==> src/rtl/fbg_pkg.sv <==
package fbg_pkg;
  localparam int DATA_W = 32;
  localparam int NUM_REGS = 3;

  // Register indices into the rate register array
  localparam int IDX_PS  = 0;
  localparam int IDX_MUL = 1;
  localparam int IDX_DIV = 2;

  // Unscaled register offsets (byte address = offset << REG_SHIFT)
  localparam logic [7:0] OFF_PS  = 8'h30;
  localparam logic [7:0] OFF_MUL = 8'h34;
  localparam logic [7:0] OFF_DIV = 8'h38;

  typedef logic [DATA_W-1:0] word_t;

  function automatic logic [7:0] reg_offset(input int idx);
    case (idx)
      IDX_PS:  return OFF_PS;
      IDX_MUL: return OFF_MUL;
      default: return OFF_DIV;
    endcase
  endfunction
endpackage

==> src/rtl/fbg_regs.sv <==
module fbg_regs
  import fbg_pkg::*;
#(
  parameter int REG_SHIFT = 0,
  parameter int ADDR_W    = 6 + REG_SHIFT,
  parameter int RST_PS    = 16,
  parameter int RST_MUL   = 96,
  parameter int RST_DIV   = 125
) (
  input  logic              clk,
  input  logic              rst_n,
  input  logic              wr_en,
  input  logic [ADDR_W-1:0] addr,
  input  word_t             wdata,
  output word_t             rdata,
  output word_t             ps_q,
  output word_t             mul_q,
  output word_t             div_q,
  output logic              wr_hit
);
  word_t                 reg_q   [NUM_REGS];
  logic [NUM_REGS-1:0]   sel;

  function automatic word_t reset_value(input int idx);
    case (idx)
      IDX_PS:  return word_t'(RST_PS);
      IDX_MUL: return word_t'(RST_MUL);
      default: return word_t'(RST_DIV);
    endcase
  endfunction

  for (genvar g = 0; g < NUM_REGS; g++) begin : g_reg
    localparam logic [ADDR_W-1:0] BYTE_ADDR =
      ADDR_W'({24'd0, reg_offset(g)} << REG_SHIFT);
    word_t reg_d;
    logic  reg_we;

    assign sel[g] = (addr == BYTE_ADDR);

    always_comb begin
      reg_we = wr_en & sel[g];
      reg_d  = reg_we ? wdata : reg_q[g];
    end

    always_ff @(posedge clk or negedge rst_n) begin
      if (!rst_n) reg_q[g] <= reset_value(g);
      else if (reg_we) reg_q[g] <= reg_d;
    end
  end

  always_comb begin
    rdata = '0;
    for (int i = 0; i < NUM_REGS; i++) begin
      if (sel[i]) rdata = reg_q[i];
    end
  end

  assign wr_hit = wr_en & (|sel);
  assign ps_q   = reg_q[IDX_PS];
  assign mul_q  = reg_q[IDX_MUL];
  assign div_q  = reg_q[IDX_DIV];
endmodule

==> src/rtl/fbg_frac_acc.sv <==
module fbg_frac_acc #(
  parameter int W = 32
) (
  input  logic         clk,
  input  logic         rst_n,
  input  logic         clr,
  input  logic [W-1:0] step,
  input  logic [W-1:0] modulus,
  output logic         en
);
  logic [W-1:0] phase_q, phase_d;
  logic         en_d;
  logic [W:0]   sum;
  logic [W:0]   wrapped;
  logic         reach;

  always_comb begin
    sum     = {1'b0, phase_q} + {1'b0, step};
    reach   = (sum >= {1'b0, modulus});
    wrapped = sum - {1'b0, modulus};
    if (clr) begin
      phase_d = '0;
      en_d    = 1'b0;
    end else if (reach) begin
      phase_d = wrapped[W-1:0];
      en_d    = 1'b1;
    end else begin
      phase_d = sum[W-1:0];
      en_d    = 1'b0;
    end
  end

  always_ff @(posedge clk or negedge rst_n) begin
    if (!rst_n) begin
      phase_q <= '0;
      en      <= 1'b0;
    end else begin
      phase_q <= phase_d;
      en      <= en_d;
    end
  end
endmodule

==> src/rtl/fbg_pulse_div.sv <==
module fbg_pulse_div #(
  parameter int W = 32
) (
  input  logic         clk,
  input  logic         rst_n,
  input  logic         clr,
  input  logic         pulse_in,
  input  logic [W-1:0] limit,
  output logic         pulse_out
);
  logic [W-1:0] cnt_q, cnt_d;
  logic [W-1:0] cnt_inc;
  logic         out_d;
  logic         last;

  always_comb begin
    cnt_inc = cnt_q + W'(1);
    last    = (cnt_inc == limit);
    cnt_d   = cnt_q;
    out_d   = 1'b0;
    if (clr) begin
      cnt_d = '0;
    end else if (pulse_in) begin
      if (last) begin
        cnt_d = '0;
        out_d = 1'b1;
      end else begin
        cnt_d = cnt_inc;
      end
    end
  end

  always_ff @(posedge clk or negedge rst_n) begin
    if (!rst_n) begin
      cnt_q     <= '0;
      pulse_out <= 1'b0;
    end else begin
      cnt_q     <= cnt_d;
      pulse_out <= out_d;
    end
  end
endmodule

==> src/rtl/frac_baud_gen.sv <==
module frac_baud_gen
  import fbg_pkg::*;
#(
  parameter int REG_SHIFT = 0,
  parameter int ADDR_W    = 6 + REG_SHIFT,
  parameter int DL_W      = 16,
  parameter int RST_PS    = 16,
  parameter int RST_MUL   = 96,
  parameter int RST_DIV   = 125
) (
  input  logic              clk,
  input  logic              rst_n,
  input  logic              wr_en,
  input  logic [ADDR_W-1:0] addr,
  input  logic [31:0]       wdata,
  output logic [31:0]       rdata,
  input  logic [DL_W-1:0]   dl_value,
  output logic              frac_en,
  output logic              samp_en,
  output logic              baud_tick
);
  word_t           ps_q, mul_q, div_q;
  logic            wr_hit;
  logic [DL_W-1:0] dl_q;
  logic            dl_change;
  logic            rate_bad;
  logic            restart;

  fbg_regs #(
    .REG_SHIFT (REG_SHIFT),
    .ADDR_W    (ADDR_W),
    .RST_PS    (RST_PS),
    .RST_MUL   (RST_MUL),
    .RST_DIV   (RST_DIV)
  ) u_regs (
    .clk    (clk),
    .rst_n  (rst_n),
    .wr_en  (wr_en),
    .addr   (addr),
    .wdata  (wdata),
    .rdata  (rdata),
    .ps_q   (ps_q),
    .mul_q  (mul_q),
    .div_q  (div_q),
    .wr_hit (wr_hit)
  );

  // Track the divisor latch so a change restarts the chain
  always_ff @(posedge clk or negedge rst_n) begin
    if (!rst_n) dl_q <= '0;
    else        dl_q <= dl_value;
  end

  always_comb begin
    dl_change = (dl_q != dl_value);
    rate_bad  = (div_q == '0) | (mul_q > div_q) | (ps_q == '0) | (dl_value == '0);
    restart   = wr_hit | dl_change | rate_bad;
  end

  fbg_frac_acc #(.W(DATA_W)) u_acc (
    .clk     (clk),
    .rst_n   (rst_n),
    .clr     (restart),
    .step    (mul_q),
    .modulus (div_q),
    .en      (frac_en)
  );

  fbg_pulse_div #(.W(DATA_W)) u_prescale (
    .clk       (clk),
    .rst_n     (rst_n),
    .clr       (restart),
    .pulse_in  (frac_en),
    .limit     (ps_q),
    .pulse_out (samp_en)
  );

  fbg_pulse_div #(.W(DL_W)) u_divlatch (
    .clk       (clk),
    .rst_n     (rst_n),
    .clr       (restart),
    .pulse_in  (samp_en),
    .limit     (dl_value),
    .pulse_out (baud_tick)
  );
endmodule

==> config.mk <==
export PLATFORM = sky130hd
export DESIGN_NAME = frac_baud_gen
export DESIGN_NICKNAME = d
export VERILOG_FILES = /design/src/rtl/fbg_pkg.sv /design/src/rtl/fbg_regs.sv /design/src/rtl/fbg_frac_acc.sv /design/src/rtl/fbg_pulse_div.sv /design/src/rtl/frac_baud_gen.sv
export SDC_FILE = /design/constraint.sdc
export NUM_CORES = 1
export LEC_CHECK = 0
export BUFFER_PORTS_ARGS = -buffer_cell sky130_fd_sc_hd__buf_2
export CORE_ASPECT_RATIO = 1.25
export CORE_UTILIZATION = 40
export CTS_BUF_LIST = sky130_fd_sc_hd__clkbuf_8
export DETAILED_ROUTE_END_ITERATION = 12
export GPL_TIMING_DRIVEN = 0
export SLEW_MARGIN = 20
export SYNTH_ARGS = -nofsm -noshare
export SYNTH_HDL_FRONTEND = slang
export SYNTH_SLANG_ARGS = --single-unit
==> constraint.sdc <==
create_clock -name clk -period 5.6 [get_ports clk]
set_input_delay 0.56 -clock clk [delete_from_list [all_inputs] [get_ports clk]]
set_output_delay 0.56 -clock clk [all_outputs]
set_load 0.03 [all_outputs]
# Word level (Yosys, flattened, before mapping)

Index checks and enable logic that the tools add are counted.

Register bits: 195
Output and inout bits: 35

Add/subtract/negate cells: 4
Mux-type cells: 19
Bitwise gates (word level): 9
Reductions and logical operators: 6
Equality and inequality tests: 6
Magnitude comparators: 2

Operator list:

| operator                                      | count |
|---|---|
| 2-to-1 mux 32 bit                             | 8 |
| zero test 32 bit                              | 2 |
| 2-to-1 mux 16 bit                             | 3 |
| adder 32 x 32 -> 33 bit                       | 1 |
| >= comparator 33 x 32 -> 1 bit                | 1 |
| adder 32 x 1 -> 32 bit, second input constant | 1 |
| equality test 32 bit                          | 1 |
| greater-than comparator 32 bit                | 1 |
| subtractor 32 bit                             | 1 |
| equality test 6 bit, second input constant    | 3 |
| adder 16 x 1 -> 16 bit, second input constant | 1 |
| equality test 16 bit                          | 1 |
| zero test 16 bit                              | 1 |
| inequality test 16 bit                        | 1 |
| 2-to-1 mux 1 bit                              | 8 |
| bitwise OR 1 bit                              | 5 |
| AND 1 bit                                     | 4 |
| nonzero test 2 bit                            | 2 |
| OR reduction 3 bit                            | 1 |

# Longest topological paths before layout

Gate-level depths: netlist (run 1).

Word-level depth: 6
Gate-level depth with buffers: 24

# Cells and area by module

From an unflattened synthesis (run 1), not the netlist that was laid out.

Cell total of the unflattened synthesis: 1748
Area, all modules: 16168.0 sq um

By module, submodules not included:

| module                      | area an instance (sq um) | instances | cells an instance | seq. area each (sq um) |
|---|---|---|---|---|
| fbg_frac_acc                | 4818.4                   | 1         | 628               | 825.8 |
| fbg_regs                    | 4628.2                   | 1         | 354               | 2413.6 |
| fbg_pulse_div at u_prescale | 3554.7                   | 1         | 414               | 825.8 |
| fbg_pulse_div at u_divlatch | 1612.8                   | 1         | 173               | 425.4 |
| frac_baud_gen               | 1554.0                   | 1         | 179               | 400.4 |

# Least setup slack after synthesis (run 1)

No wires, ideal clock.

Path type: reg-to-reg
Start: register u_regs.reg_q, in the netlist u_regs.mul_q[0]
End: register u_acc.phase_q[14]
Buffers on the path: 3
Cell stages (with the launch flop): 25
Library setup time: 0.132 ns
Slack: 0.511 ns
Arrival time: 4.957 ns
Required time: 5.468 ns
Cells stage by stage: dfrtp_1 > ha_1 > inv_1 > fa_1 > nor2b_1 > o31a_1 > o41a_1 > a41o_1 > a21oi_1 > o211ai_1 > a41oi_1 > xnor2_1 > ha_1 > clkbuf_1 > and3_1 > nand4_1 > nor3_1 > nor3_1 > a31oi_1 > o31a_1 > a211o_1 > clkbuf_1 > clkbuf_1 > mux2i_1 > nor2_1

Longest elaborated chain between the ends: 6
Elaborated cells between the ends (all ways): 10
Classes of those cells: add/sub (2); order compare (2); mux (2); bitwise (4)

Ends and longest elaborated chain:

| element                                                         | RTL line           | source |
|---|---|---|
| from (decl)                                                     | fbg_regs.sv:21     | `word_t reg_q [NUM_REGS];` |
| from (signal, indexed assignment)                               | fbg_regs.sv:46     | `if (!rst_n) reg_q[g] <= reset_value(g);` |
| from (signal, indexed assignment)                               | fbg_regs.sv:47     | `else if (reg_we) reg_q[g] <= reg_d;` |
| branches (longest 5 deep; another with adder 32 x 32 -> 33 bit) | --                 |  |
| 2-to-1 mux 32 bit (*)                                           | fbg_frac_acc.sv:21 | `if (clr) begin` |
| via u_acc.phase_d[14]                                           | fbg_frac_acc.sv:11 | `logic [W-1:0] phase_q, phase_d;` |
| to (signal assigned)                                            | fbg_frac_acc.sv:38 | `phase_q <= phase_d;` |
| to (decl)                                                       | fbg_frac_acc.sv:11 |  |

Mark *: on every way through the listed nets, which the timed path passes.
A chain may end at the register's enable or synchronous reset.

# Worst setup path in the final report (run 1)

Start: register u_regs.reg_q, in the netlist u_regs.mul_q[0]
End: register u_acc.phase_q[4]

The elaborated chain is that of the path after synthesis.

==> results of run 1 <==
-- power breakdown --
group          leakage (nW)  switching [W]  internal [W]  total [W]
Combinational          4.56       0.000945      0.000723    0.00167
Clock                 0.232       0.000546      0.000512    0.00106
Sequential             2.59       0.000149       0.00151    0.00166
-- worst reg2reg max path, cell delays in order, from the launching register on --
cell	delay (ps)
dfrtp_1	430
ha_1	260
inv_1	90
fa_2	220
nor2b_1	60
o31a_1	280
o41a_1	390
a41o_1	340
a21oi_4	250
o211ai_1	110
buf_4	170
a41oi_2	200
xnor2_1	190
ha_2	350
a21oi_2	170
o21ai_1	120
a21o_1	200
a21oi_2	170
nand2_1	100
o31a_1	340
a211o_4	400
buf_4	220
mux2i_1	160
nor2_1	60
-- through the flow --
| step | total power, W | cells |
|---|---|---|
| floorplan | 0.00279 | 1570 |
| global placement | 0.00322 | 2133 |
| detailed placement | 0.00325 | 2135 |
| CTS | 0.00435 | 2174 |
| global route | 0.00463 | 2182 |
| finish | 0.00439 | 2182 |
-- logic make-up after synthesis --
group / share of synthesized area, %
compound gates: 14.4
simple gates: 18.1
flops: 34.2
mux: 11.6
fa+ha+maj: 8.87
xor+xnor: 9.44
buf+inv: 3.41
-- routing by layer --
| metal | GRT usage (%) | vias to the layer above |
|---|---|---|
| met5 | 0 | - |
| met4 | 12.4 | 0 |
| met3 | 2.30 | 88 |
| met2 | 41.9 | 245 |
| met1 | 28.6 | 5811 |
| li1 | - | 5900 |
-- cell type report --
class | instances | area [µm²]
fill | 3529 | 19200
multi-input combinational | 1253 | 9050
sequential | 195 | 4890
timing repair buffer | 107 | 631
tap | 474 | 593
buffer | 64 | 285
clock buffer | 19 | 262
inverter | 57 | 214
clock inverter | 13 | 183
-- worst paths after layout --
| check | endpoint | slack, ps | depth (start not counted) |
|---|---|---|---|
| setup / recovery | u_acc.phase_q[4] | 170 | 23 |
| hold / removal | dl_q[9] | 210 | 1 |
| setup reg to reg | u_acc.phase_q[4] | 170 | 23 |
| hold reg to reg | u_prescale.cnt_q[31] | 500 | 1 |
| max in group asynchronous | u_regs.mul_q[5] | 3900 | 4 |
| min in group asynchronous | u_acc.phase_q[26] | 570 | 2 |
-- flip-flops by register name, summed over array words and instances, names as in the netlist --
signal and flops:
u_prescale.pulse_out 1, u_acc.phase_q 32, u_regs.div_q 32, u_divlatch.cnt_q 16, u_regs.ps_q 32, u_regs.mul_q 32
u_acc.en 1, u_prescale.cnt_q 32, dl_q 16, u_divlatch.pulse_out 1
-- timing repair --
| action | in CTS | in global routing |
|---|---|---|
| resized for setup | 20 | 22 |
| pin swaps | 3 | 9 |
| buffers inserted | 6 | 8 |
| hold buffers | 1 | 0 |
| gates cloned | 1 | 1 |
| hold endpoints to repair | 60 | 0 |
| setup endpoints to repair | 33 | 32 |
-- placed cells by master, fill, tap and decap left out, types with 10 or more instances in the layout --
cell and instances:
and2_1 11, o211ai_1 10, a21o_1 40, nor4_1 32
and3_1 23, dfrtp_1 186, buf_4 18, xor2_1 73
o21ai_0 46, clkbuf_8 20, nor3_1 28, xnor2_1 81
a211oi_1 11, nand3_1 38, mux2i_1 58, mux2_2 95
a21oi_1 112, inv_1 60, clkbuf_1 36, buf_2 101
nor2b_1 16, ha_1 96, nand4_1 33, o21ai_1 19
nor2_1 184, nand2b_1 18, nand2_1 87
==> run metrics, run 1 <==
Post-Route Skew=roughly 24 ps; Setup crit start=u_regs.mul_q[0]; WL per Instance=between 15 and 20 µm; vias in the first global route=12100; setup TNS=0 ps; routability-driven placement congestion ratio=approximately 0.95; Pwr Density=roughly 270 nW/µm²; status=finished, final reports clean; Yosys Warn Count=0; final period utilization=between 90% and 100%; ys async rst share=100%; clock-pin transition on the worst setup and hold timing paths=between 100 and 150 ps; Min Clock Period, post-route=roughly 5400 ps; P_leak=between 7 and 8 nW; sequential cell area fraction in the yosys report=34.2%; Post-DP HPWL=33900 µm; slew margin rel.=about 28%; Peak VDD IR=around 0.14 mV; clk sinks=roughly 200; most common cell in the synthesized netlist=dfrtp_1; initial antenna violation count=0; Worst EP required=approximately 6000 ps; CP Capture Type=register; slowest cell delay on critical path=between 400 and 500 ps; Arr. time, crit path=~5800 ps; initial drt markers=700; initial core utilization=40.5%; die area=between 30000 and 40000 µm²; number of buffers on the longest clock path=2; DRC=0; GRT Util Overall=a little under a quarter; top cell type's share of synthesized area=about a third; Max Cap Viol=0; # diodes=0; Worst-Skew Late Latency=about 520 ps; Synth cell types=66; total core area=~35000 µm²; ys flop type=dfrtp_1; Post-Syn Nets=1727; Ports=92; EDFF count, synth=0; cell type with the largest total area after synthesis=dfrtp_1; top layer in use=met4; layout overhead on the synthesized area=12.8%; Die Y=roughly 210 µm; hold slack=between 200 and 250 ps; Setup CP Type=reg2reg; CTS Root Cell=clkbuf_8; IO buf count=between 80 and 90; CTS Buf Count=17; pre-CTS setup slack=-1050 ps; Clock H-tree levels=4; GRT overflow=0; Area contributors post-synth=dfrtp_1, ha_1, mux2_2, xnor2_1, nor2_1; TritonCTS clock tree=done; fmax=~180 MHz; CP Buf/Inv Count=3; Worst-Margin Slew=roughly 1100 ps; antenna-violating nets left=0; row count=between 70 and 80; Critical-path top delay cell=dfrtp_1; vias per inst=~5.5; width of the die=approximately 170 µm; crit-path leading delay family=compound AO/OA/AOI/OAI gates; total routed wirelength=around 42000 µm; Worst Min Path Start=dl_value[9]; reg2reg start=u_regs.mul_q[0]; routed wl met3=1310 µm; Layout Utilization=a little under half; first-pass GRT wire length=65500 µm; post-synthesis cell area=roughly 14000 µm²; met1 wire length=approximately 18000 µm; Synth Instances=approximately 1600; Via Count=approximately 12000; TritonRoute pass-1 iters=5; CP max FO=10; number of synthesized register bits=195; Startpoint Class=register; Met2 Wirelength=approximately 21000 µm; final count of hold timing violations=0; Min-Delay Path Class=in2reg; worst-path cell chain=ha_1, inv_1, fa_2, nor2b_1, o31a_1, o41a_1, a41o_1, a21oi_4, o211ai_1, buf_4, a41oi_2, xnor2_1, ha_2, a21oi_2, o21ai_1, a21o_1, a21oi_2, nand2_1, o31a_1, a211o_4, buf_4, mux2i_1, nor2_1; Mean Syn Cell Area=between 9 and 10 µm²; Post-synth top cells=dfrtp_1, nor2_1, a21oi_1; Final WS setup=around 170 ps; share of layout cells above drive strength 1=between 10% and 20%; final instance area=16100 µm²; Area after DPL=~15000 µm²; largest net degree at the start of global routing=slightly above 80; NumNets Final=1852; Setup violations, final=0; Slew Viols, Final=0
No activity file was read; power rests on OpenSTA's default activity.
==> run 2: changes to the inputs <==
--- a/config.mk
+++ b/config.mk
@@ -5,6 +5,7 @@
 export SDC_FILE = /design/constraint.sdc
 export NUM_CORES = 1
 export LEC_CHECK = 0
+export ABC_AREA = 1
 export BUFFER_PORTS_ARGS = -buffer_cell sky130_fd_sc_hd__buf_2
 export CORE_ASPECT_RATIO = 1.25
 export CORE_UTILIZATION = 40
==> run 2 against run 1 <==
Combinational power fell by 6%. First-iteration DRC count rose by 31%. Register-to-register slack improved by 50 ps. Cell count rose by 30%. Flip-flop and latch count did not move. Sequential power barely moved. Final area rose by 3.6%. Die area rose by 5.6%. Sequential share of layout area fell by 1.1 points. Non-clock buffer count fell by 27. Clock skew fell by 2.3 ps. Critical endpoint is now u_acc.phase_q[29]. Highest routed layer unchanged.
==> run metrics, run 2 <==
status=finished, final reports clean; worst reg2reg path endpoint=u_acc.phase_q[29]; number of synthesized register bits=195; final period utilization=between 90 and 100%; GRT Util Overall=between 20% and 30%; initial drt markers=920; vias in the first global route=between 10000 and 15000; TritonRoute pass-1 iters=5; Synth cell types=48; ys async rst share=100%; Peak VDD IR=0.181 mV; Post-Syn Nets=about 2400; die area=~39000 µm²; FILL cells=roughly 4000; Mean Syn Cell Area=about 6.8 µm²; XOR/XNOR Fraction of Synth Area=around 4.8%; CP max FO=9; Worst Min Path Start=dl_value[1]; main combinational cell family by area after synthesis=simple AND/OR/NAND/NOR gates; Die Y=around 220 µm; IO buf count=91; share of layout cells above drive strength 1=under 10%; sequential cell area fraction in the yosys report=32.4%; Clock H-tree levels=4; cell type with the largest total area after synthesis=dfrtp_1; largest net degree at the start of global routing=approximately 80; reg2reg start=u_regs.mul_q[2]; Pwr Density=roughly 260 nW/µm²; Arr. time, crit path=5840 ps; slew margin rel.=a little over two fifths; Max Cap Viol=0; # diodes=0; clock-pin transition on the worst setup and hold timing paths=around 100 ps; sequential power share=37.9%; number of buffers on the longest clock path=2; reg2reg path depth=23; vias per inst=5.23; Cells on Worst Hold Path=1; post-synthesis cell area=approximately 15000 µm²; simple-gate portion of the synthesized area=about 33%; Setup Buffers After CTS=0; P_leak=around 8.2 nW; final count of hold timing violations=0; Yosys Warn Count=0; fmax=186 MHz; Setup violations, final=0; first-pass GRT wire length=81900 µm; Area contributors post-synth=dfrtp_1, nand2_1, ha_1, inv_1, o21ai_0; r2r setup slk=~220 ps; Combinational Power Share=roughly 37%; CP Capture Type=register; width of the die=between 150 and 200 µm; WL per Instance=around 18 µm; fraction of synthesized area in multiplexers=less than 1%; clock share of power=about a quarter; ys flop type=dfrtp_1; TritonCTS clock tree=done; Cell Count, Final, Fillers Out=2841; cell count after placement=roughly 2800; NumNets Final=about 2500; EDFF count, synth=0; Post-Route Skew=about 22 ps; Via Count=between 10000 and 15000; NetSw=0.00171 W; Synth Area in Adders=between 8 and 9%; top cell type's share of synthesized area=between 30 and 40%; most frequent cells in the layout=nand2_1, inv_1, nor2_1, dfrtp_1, o21ai_0; Area after DPL=16200 µm²; initial antenna violation count=0; CTS Buf Count=17; Internal Power=0.00260 W; Net Sw Frac=between 30% and 40%; Slew Viols, Final=0; Compound-Gate Fraction of Synth Area=13.4%; RSZ-0062 raised after global routing=false; Min Clock Period, post-route=around 5400 ps; Synth Instances=around 2200; Ports=92; GRT overflow=0; initial core utilization=between 40% and 50%; DRC=0; row count=between 70 and 80; routability-driven placement congestion ratio=~0.91; CTS Root Cell=clkbuf_8; most common cell after layout, fill and taps aside=nand2_1; antenna-violating nets left=0; Post-DP HPWL=around 44000 µm; Post-synth top cells=nand2_1, inv_1, nor2_1; Startpoint Class=register; PnR Total Power=about 0.0043 W; total core area=37200 µm²; Worst-Margin Slew=~850 ps; total routed wirelength=52400 µm; setup TNS=0 ps; Worst EP required=~6100 ps; Worst-Skew Late Latency=540 ps; Min-Delay Path Class=in2reg; most common cell in the synthesized netlist=nand2_1; final instance area=approximately 17000 µm²; Setup CP Type=reg2reg; clk sinks=195; hold endpoint=dl_q[1]; layout overhead on the synthesized area=10.6%
## run 2: cell types whose count changed after synthesis, moves of 29 or more
cell     previous run  this run
a21o_1             40         9
inv_1              57       259
mux2_2             95         0
mux2i_1            58         2
nand2_1            87       740
nand3_1            38       103
o21ai_0            52       173
xnor2_1            81        33
xor2_1             73        44
## run 2: final cells by class
class | count | area, µm² | area share [%]
multi-input cells | 1721 | 8970 | 53.8
flip-flops and latches | 195 | 4890 | 29.3
inverters | 263 | 987 | 5.92
well taps | 486 | 608 | 3.64
repair buffers | 94 | 531 | 3.18
clock buffers | 18 | 248 | 1.48
plain buffers | 50 | 236 | 1.42
clock inverters | 14 | 211 | 1.27
## run 2: worst max-delay path: stages (launching register included)
cell	delay, ps
dfrtp_1	440
ha_1	370
nand2_1	60
o21ai_0	360
a21boi_0	290
o21ai_1	500
nand4_1	240
nand2_1	120
nand2_1	50
nand2_1	80
inv_1	60
ha_1	370
nand2_1	210
nor2_1	140
nand4_1	220
o31ai_1	440
a21oi_1	110
nand2_1	90
inv_1	50
nand2_2	260
nand2_1	290
inv_1	310
nand2_1	110
nand2_1	90
## run 2: metrics by stage
stage | setup slack, ps | util [%] | hold WS [ps]
floorplan | 2070 | - | 264
global placement | 97.0 | 43.5 | 468
detailed placement | 60.3 | 43.6 | 493
CTS | 248 | 44.9 | 150
global route | 116 | 44.9 | 155
finish | 224 | 44.9 | 181
## run 2: repair_timing
item                       CTS  global route
setup endpoints to repair    1             0
hold endpoints to repair    49             0
hold buffers                 1             0
gates resized for setup      1             0
## run 2: cells by family (layout without fill, tap and decap cells)
group | count (synthesis) | count (layout)
multiplexers | 2 | 2
AO/OA/AOI/OAI | 361 | 361
AND/OR/NAND/NOR | 1179 | 1179
XOR/XNOR | 79 | 79
adder cells (fa/ha/maj) | 100 | 100
buffers and inverters | 313 | 439
flip-flops | 195 | 195
## run 2: worst max-delay path by stage
| stage | startpoint | to | cells past startpoint |
|---|---|---|---|
| 2_1_floorplan | u_regs.mul_q[2] | u_acc.phase_q[17] | 22 |
| 3_3_place_gp | u_regs.mul_q[2] | u_acc.phase_q[29] | 23 |
| 3_5_place_dp | u_regs.mul_q[2] | u_acc.phase_q[29] | 23 |
| 4_1_cts | u_regs.mul_q[2] | u_acc.phase_q[29] | 23 |
| 5_1_grt | u_regs.mul_q[2] | u_acc.phase_q[29] | 23 |
| 6_report | u_regs.mul_q[2] | u_acc.phase_q[29] | 23 |
## run 2: power groups by stage
stage	combinational, W	sequential [W]	clock [W]
after global placement	0.00154	0.00165	0
after CTS	0.00157	0.00163	0.00112
after floorplan	0.00111	0.00161	0
final	0.00157	0.00163	0.00110
after detailed placement	0.00157	0.00166	0
after global routing	0.00176	0.00165	0.00117
## run 2: per-layer routing
metal	vias up	wire length, µm	GRT usage, %
li1	7442	-	-
met1	6971	21200	32.2
met2	332	26400	50.8
met3	109	1660	2.56
met4	0	3120	16.5
met5	-	0	0
